`src/rtl/sdcmd_pkg.sv`:
```
package sdcmd_pkg;

   typedef enum logic [3:0] {
      CMD_DESL  = 4'd0,
      CMD_NOP   = 4'd1,
      CMD_BST   = 4'd2,
      CMD_READ  = 4'd3,
      CMD_WRITE = 4'd4,
      CMD_ACT   = 4'd5,
      CMD_PRE   = 4'd6,
      CMD_REF   = 4'd7,
      CMD_MRS   = 4'd8,
      CMD_PDN   = 4'd9
   } cmd_e;

   typedef enum logic [2:0] {
      ST_IDLE   = 3'd0,
      ST_ACTIVE = 3'd1,
      ST_WREC   = 3'd2,
      ST_REFR   = 3'd3,
      ST_MODE   = 3'd4,
      ST_SLEEP  = 3'd5
   } st_e;

   function automatic int imax(input int a, input int b);
      return (a > b) ? a : b;
   endfunction

endpackage

```
`src/rtl/sdcmd_decode.sv`:
```
module sdcmd_decode
   import sdcmd_pkg::*;
(
   input  logic cke,
   input  logic cs_n,
   input  logic ras_n,
   input  logic cas_n,
   input  logic we_n,
   output cmd_e cmd
);
   always_comb begin
      if (!cke)
         cmd = CMD_PDN;
      else if (cs_n)
         cmd = CMD_DESL;
      else begin
         unique case ({ras_n, cas_n, we_n})
            3'b111:  cmd = CMD_NOP;
            3'b110:  cmd = CMD_BST;
            3'b101:  cmd = CMD_READ;
            3'b100:  cmd = CMD_WRITE;
            3'b011:  cmd = CMD_ACT;
            3'b010:  cmd = CMD_PRE;
            3'b001:  cmd = CMD_REF;
            default: cmd = CMD_MRS;
         endcase
      end
   end
endmodule

```
`src/rtl/sdcmd_countdown.sv`:
```
module sdcmd_countdown #(
   parameter int W = 4
) (
   input  logic         clk,
   input  logic         rst_n,
   input  logic         load,
   input  logic [W-1:0] load_val,
   output logic         zero
);
   logic [W-1:0] cnt_q;

   always_ff @(posedge clk or negedge rst_n) begin
      if (!rst_n)
         cnt_q <= '0;
      else if (load)
         cnt_q <= load_val;
      else if (cnt_q != '0)
         cnt_q <= cnt_q - 1'b1;
   end

   assign zero = (cnt_q == '0);
endmodule

```
`src/rtl/sdcmd_guard.sv`:
```
module sdcmd_guard
   import sdcmd_pkg::*;
#(
   parameter int T_DAL = 4,
   parameter int T_RP  = 3,
   parameter int T_MCD = 2,
   parameter int T_RRD = 2,
   parameter int T_RAS = 5
) (
   input  logic       clk,
   input  logic       rst_n,
   input  logic       cke,
   input  logic       cs_n,
   input  logic       ras_n,
   input  logic       cas_n,
   input  logic       we_n,
   input  logic       bank_sel,
   input  logic       ap_bit,
   output logic [3:0] cmd_o,
   output logic [2:0] state_o,
   output logic       err_flag,
   output logic [6:0] err_code
);
   localparam int NB    = 2;
   localparam int T_MAX = imax(imax(imax(T_DAL, T_RP), imax(T_MCD, T_RRD)), T_RAS);
   localparam int CW    = (T_MAX > 1) ? $clog2(T_MAX) : 1;

   localparam logic [CW-1:0] LD_DAL = CW'(T_DAL - 1);
   localparam logic [CW-1:0] LD_RP  = CW'(T_RP - 1);
   localparam logic [CW-1:0] LD_MCD = CW'(T_MCD - 1);
   localparam logic [CW-1:0] LD_RRD = CW'(T_RRD - 1);
   localparam logic [CW-1:0] LD_RAS = CW'(T_RAS - 1);

   generate
      if (T_DAL < 1 || T_RP < 1 || T_MCD < 1 || T_RRD < 1 || T_RAS < 1) begin : g_bad_timing
         $error("sdcmd_guard: every interval parameter must be at least one cycle");
      end
   endgenerate

   cmd_e              cmd;
   st_e               st_q, st_eff, nxt_st;
   logic [NB-1:0]     open_q, open_eff, nxt_open;
   logic              rb_q, nxt_rb;
   logic [NB-1:0]     ras_zero, ld_ras;
   logic              rrd_zero, ld_rrd;
   logic              tr_zero, ld_tr;
   logic [CW-1:0]     tr_val;
   logic              legal, normal, in_wrec, hit_rb;

   sdcmd_decode i_dec (
      .cke   (cke),
      .cs_n  (cs_n),
      .ras_n (ras_n),
      .cas_n (cas_n),
      .we_n  (we_n),
      .cmd   (cmd)
   );

   // per-bank row-active interval
   generate
      for (genvar gb = 0; gb < NB; gb++) begin : g_ras
         sdcmd_countdown #(.W(CW)) i_ras (
            .clk      (clk),
            .rst_n    (rst_n),
            .load     (ld_ras[gb] & legal),
            .load_val (LD_RAS),
            .zero     (ras_zero[gb])
         );
      end
   endgenerate

   // activate-to-activate spacing; a one-cycle spacing needs no counter
   generate
      if (T_RRD > 1) begin : g_rrd_cnt
         sdcmd_countdown #(.W(CW)) i_rrd (
            .clk      (clk),
            .rst_n    (rst_n),
            .load     (ld_rrd & legal),
            .load_val (LD_RRD),
            .zero     (rrd_zero)
         );
      end else begin : g_rrd_none
         assign rrd_zero = 1'b1;
      end
   endgenerate

   // shared interval for write recovery, refresh and mode load
   sdcmd_countdown #(.W(CW)) i_trans (
      .clk      (clk),
      .rst_n    (rst_n),
      .load     (ld_tr & legal),
      .load_val (tr_val),
      .zero     (tr_zero)
   );

   // resolve expired intervals into the state the pins are judged in
   always_comb begin
      st_eff   = st_q;
      open_eff = open_q;
      unique case (st_q)
         ST_WREC: if (tr_zero) begin
            open_eff[rb_q] = 1'b0;
            st_eff = (|open_eff) ? ST_ACTIVE : ST_IDLE;
         end
         ST_REFR, ST_MODE: if (tr_zero) st_eff = ST_IDLE;
         ST_SLEEP:         if (cke)     st_eff = ST_IDLE;
         default: ;
      endcase
   end

   assign normal  = (st_eff == ST_IDLE) || (st_eff == ST_ACTIVE) || (st_eff == ST_WREC);
   assign in_wrec = (st_eff == ST_WREC);
   assign hit_rb  = in_wrec && (bank_sel == rb_q);

   always_comb begin
      legal    = 1'b0;
      nxt_st   = st_eff;
      nxt_open = open_eff;
      nxt_rb   = rb_q;
      ld_ras   = '0;
      ld_rrd   = 1'b0;
      ld_tr    = 1'b0;
      tr_val   = LD_DAL;
      unique case (cmd)
         CMD_DESL, CMD_NOP, CMD_BST: legal = 1'b1;
         CMD_PDN: begin
            legal  = (st_eff == ST_IDLE) || (st_eff == ST_SLEEP);
            nxt_st = ST_SLEEP;
         end
         CMD_REF: begin
            legal  = (st_eff == ST_IDLE);
            nxt_st = ST_REFR;
            ld_tr  = 1'b1;
            tr_val = LD_RP;
         end
         CMD_MRS: begin
            legal  = (st_eff == ST_IDLE);
            nxt_st = ST_MODE;
            ld_tr  = 1'b1;
            tr_val = LD_MCD;
         end
         CMD_ACT: begin
            legal              = normal && !open_eff[bank_sel] && rrd_zero;
            nxt_open[bank_sel] = 1'b1;
            ld_ras[bank_sel]   = 1'b1;
            ld_rrd             = 1'b1;
         end
         CMD_READ: begin
            legal = normal && open_eff[bank_sel] && !hit_rb;
            if (ap_bit) nxt_open[bank_sel] = 1'b0;
         end
         CMD_WRITE: begin
            legal = normal && open_eff[bank_sel] && !hit_rb && !(in_wrec && ap_bit);
            if (ap_bit) begin
               nxt_st = ST_WREC;
               nxt_rb = bank_sel;
               ld_tr  = 1'b1;
               tr_val = LD_DAL;
            end
         end
         CMD_PRE: begin
            if (ap_bit) begin
               legal    = normal && !in_wrec && &(~open_eff | ras_zero);
               nxt_open = '0;
            end else begin
               legal = normal && !hit_rb && (!open_eff[bank_sel] || ras_zero[bank_sel]);
               nxt_open[bank_sel] = 1'b0;
            end
         end
         default: legal = 1'b0;
      endcase
      if (nxt_st == ST_IDLE || nxt_st == ST_ACTIVE)
         nxt_st = (|nxt_open) ? ST_ACTIVE : ST_IDLE;
   end

   always_ff @(posedge clk or negedge rst_n) begin
      if (!rst_n) begin
         st_q     <= ST_IDLE;
         open_q   <= '0;
         rb_q     <= 1'b0;
         err_flag <= 1'b0;
         err_code <= '0;
      end else begin
         if (legal) begin
            st_q   <= nxt_st;
            open_q <= nxt_open;
            rb_q   <= nxt_rb;
         end else begin
            st_q   <= st_eff;
            open_q <= open_eff;
         end
         if (!legal && !err_flag) begin
            err_flag <= 1'b1;
            err_code <= {cmd, st_eff};
         end
      end
   end

   assign cmd_o   = cmd;
   assign state_o = st_eff;
endmodule

```
`config.mk`:
```
export PLATFORM = sky130hd
export DESIGN_NAME = sdcmd_guard
export DESIGN_NICKNAME = d
export VERILOG_FILES = /design/src/rtl/sdcmd_pkg.sv /design/src/rtl/sdcmd_decode.sv /design/src/rtl/sdcmd_countdown.sv /design/src/rtl/sdcmd_guard.sv
export SDC_FILE = /design/constraint.sdc
export NUM_CORES = 1
export LEC_CHECK = 0
export CORE_AREA = 2 2 82 84
export CTS_CLUSTER_DIAMETER = 60
export CTS_CLUSTER_SIZE = 8
export DETAILED_ROUTE_END_ITERATION = 6
export DIE_AREA = 0 0 84 86
export HOLD_SLACK_MARGIN = 0.06
export PLACE_DENSITY_LB_ADDON = 0.08
export SLEW_MARGIN = 20
export SYNTH_ARGS = -nofsm -noshare
export SYNTH_HDL_FRONTEND = slang
export SYNTH_HIERARCHICAL = 1
export SYNTH_SLANG_ARGS = --single-unit
```
`constraint.sdc`:
```
create_clock -name clk -period 2.7 [get_ports clk]
set_input_delay 0.54 -clock clk [delete_from_list [all_inputs] [get_ports clk]]
set_output_delay 0.54 -clock clk [all_outputs]
set_load 0.05 [all_outputs]
```
==> metrics.log <==
INFO  metric critPathMaxFanout = 7
INFO  metric yosys.area_share.xor_xnor = 0.822%
INFO  metric grt_setup_unrepaired = true
INFO  metric clock-sinks = 26
INFO  metric nets = 338
INFO  metric clk_pin_slew = 90 ps
INFO  metric globalRoute.busiestLayer = met2
INFO  metric post_drt_via_cell_ratio = 5.03
INFO  metric detailedRoute.firstPassIterationCount = 4
INFO  metric mostFrequentLayoutCell = buf_4
INFO  metric power_per_cell_area = 755 mW/mm^2
INFO  metric first_global_vias = 1967
INFO  metric max_slew.worst_pin.slew = 503 ps
INFO  metric post_route_cells_drive_above_1_share = 37.5%
INFO  metric globalRouteOverflowTotal = 0
INFO  metric post_synth_inst_count = 231
INFO  metric die_x = 84 um
INFO  metric post-route-cell-area = 0.00321 sq mm
INFO  metric layout-area-overhead-vs-synth = 50.9%
INFO  metric detailed_place_hpwl = 4220 um
INFO  metric run_status = complete, no violations
INFO  metric first_pass_grt_wire_length = 9540 um
INFO  metric grt_start_max_net_pins = 27
INFO  metric placedInstanceArea = 0.00294 sq mm
INFO  metric die_area = 0.00722 sq mm
INFO  metric grt_util_met2 = 26.1%
INFO  metric holdCritPathClass = reg -> reg
INFO  metric use_met1 = 22.7%
INFO  metric yosys.area_share.simple = 27.5%
INFO  metric routed_wire_length = 5700 um
INFO  metric core = 0.00628 sq mm
INFO  metric utilization = 51.2%
INFO  metric cts-buffers-inserted = 3
INFO  metric die_y = 86 um
INFO  metric relSlewSlack = 66.3%
INFO  metric ys_async_sr_fraction = 100%
INFO  metric synth_mux_area_share = 7.16%
INFO  metric timing.final.max_slew_violations = 0
INFO  metric leakagePower = 0.00142 uW
INFO  metric clkLatencyLatePin = 270 ps
INFO  metric compound_gate_fraction_of_synth_area = 21.7%
INFO  metric maxCapViolCount = 0
INFO  metric yosys.area_share.adder = 4.70%
INFO  metric finalCriticalPeriod = 2650 ps
INFO  metric cts_tree = done
INFO  metric postSynthAreaPerCell = 9.22 sq um
INFO  metric place.gp.congestion = 0.769
INFO  metric largest_family_of_logic_cells_by_synthesized_area = simple AND/OR/NAND/NOR gates
INFO  metric netlist-cell-type-count = 58
INFO  metric drc_errors = 0
INFO  metric ys.flop_type = dfrtp_1
INFO  metric yosysWarningCount = 6
INFO  metric arrival_time_of_data_at_the_critical_path_endpoint = 2810 ps
INFO  metric finalCritPeriodShare = 98.1%
INFO  metric synth-edff-count = 0
INFO  metric kind_of_end_point_of_the_critical_path = register
INFO  metric initial_core_utilization = 33.9%
INFO  metric diodes = 0
INFO  metric final_cell_mix = buf_4, inv_1, dfrtp_1, nor2b_1, clkdlybuf4s50_1
INFO  metric floorplan.rows = 29
INFO  metric critPathLaunchType = input pin
INFO  metric report.final.setup_viol = 0
INFO  metric numPortBuffers = 23
INFO  metric synth.yosys.seq_area_share = 30.5%
INFO  metric synth.ff_latch_count = 26
INFO  metric globalRouteTotalUtil = 16.0%
INFO  metric routed-via-count = 1995
INFO  metric ports = 24
INFO  metric clock-root-buffer = clkbuf_8
INFO  metric wl_per_cell = 14.3 um
INFO  metric totalPowerFinal = 2430 uW
INFO  metric irDropWorstVdd = 0.000393 V
INFO  metric worst_clock_skew = 2.78 ps
INFO  metric synthesis.area = 0.00213 sq mm
INFO  metric clock.fmax = 377 MHz
INFO  metric ctsHtreeMaxLevel = 1
INFO  metric route.antenna.remaining_nets = 0
INFO  metric gr-usage-met3 = 2.02%
INFO  metric hold_viol = 0
INFO  metric drt_first_iter_violations = 67
INFO  metric grt_antenna_before_repair = 0
INFO  metric crit_required = 2860 ps
INFO  metric cts.path.max_buffers = 2
INFO  metric critical_path_class = in -> reg
==> worst max-delay path, cell delays in order <==
cell	delay, ps
buf_8	100
buf_6	110
o41ai_4	440
buf_4	170
nor4bb_1	50
o211a_1	230
o221ai_2	190
o211ai_4	150
nor4b_4	310
buf_6	190
mux2_4	310
==> stage by stage <==
| stage | cells | setup WS (ps) | setup TNS, ps | hold slack, ps |
|---|---|---|---|---|
| 6_report | 397 | 50.4 | 0 | 522 |
| 5_1_grt | 397 | -107 | -214 | 537 |
| 4_1_cts | 392 | 4.30 | 0 | 525 |
| 3_5_place_dp | 385 | -681 | -13400 | 503 |
| 3_3_place_gp | 385 | -635 | -12190 | 492 |
| 2_1_floorplan | 239 | -298 | -3710 | 244 |
==> state kept, by name, summed over array words and instances, names as in the netlist <==
register and flops:
g_rrd_cnt.i_rrd/cnt_q 3, rb_q 1, err_code 7, i_trans/cnt_q 3, err_flag 1, st_q 3
open_q 2, g_ras.i_ras/cnt_q 6
==> metal layers <==
metal	routed length, um	vias to the layer above	share of wire (%)
met5	0	-	0
met4	76	0	1.3
met3	170	6	3.0
met2	2680	37	47
met1	2760	937	49
li1	-	1015	-
==> report_power, final <==
part / internal, uW / switching (uW) / leakage [uW] / total [uW]
sequential: 537 / 165 / 0.000309 / 702
clock: 130 / 127 / 0.0000288 / 258
combinational: 758 / 710 / 0.00108 / 1470
==> synth_stat cells (4+ instances only) <==
| cell | number | area share [%] |
|---|---|---|
| inv_1 | 29 | 5.1 |
| nand3b_1 | 5 | 1.8 |
| dfrtp_1 | 26 | 31 |
| a311oi_1 | 4 | 1.6 |
| ha_1 | 8 | 4.7 |
| mux2i_1 | 4 | 1.9 |
| nand2b_1 | 8 | 2.3 |
| nor2b_1 | 15 | 4.4 |
| nor2_1 | 7 | 1.2 |
| or3b_1 | 4 | 1.6 |
| nor4b_1 | 8 | 3.3 |
| a21oi_1 | 7 | 1.6 |
| a221oi_1 | 4 | 1.6 |
| o21ai_0 | 13 | 3.1 |
| or2b_1 | 4 | 1.4 |
| a31oi_1 | 5 | 1.5 |
| clkbuf_1 | 5 | 0.88 |
| mux2_2 | 10 | 5.3 |
==> area by class of cell <==
class                   count  area [sq um]
well taps                  77          96.3
clock buffers               4          55.1
multi-input cells         175          1540
inverters                  29           111
flip-flops and latches     26           651
repair buffers             86           758
fillers                   604          3060
==> cell families after synthesis <==
| logic type | after synthesis |
|---|---|
| AND/OR/NAND/NOR | 80 |
| AO/OA/AOI/OAI | 61 |
| flip-flops | 26 |
| XOR/XNOR | 2 |
| buffers and inverters | 38 |
| adder cells (fa/ha/maj) | 8 |
| multiplexers | 14 |
| other | 2 |
==> timing repair <==
item | 4_1_cts | 5_1_grt
hold buffers | 0 | 0
hold endpoints to repair | 0 | 0
setup buffers | 3 | 5
pin swaps | 8 | 13
endpoints found under the setup margin | 27 | 24
gates resized for setup | 27 | 27
==> path summary, 6_finish.rpt <==
path,cells after the start,from,slack (ps),endpoint
hold reg to reg,1,err_code[2],520,err_code[2]
setup reg to reg,11,i_trans/cnt_q[0],150,err_code[2]
min in group asynchronous,2,rst_n,650,st_q[2]
setup / recovery,11,cas_n,50,err_code[2]
max in group asynchronous,2,rst_n,1770,open_q[1]
hold / removal,1,err_code[2],520,err_code[2]
(Power assumes the default switching activity.)
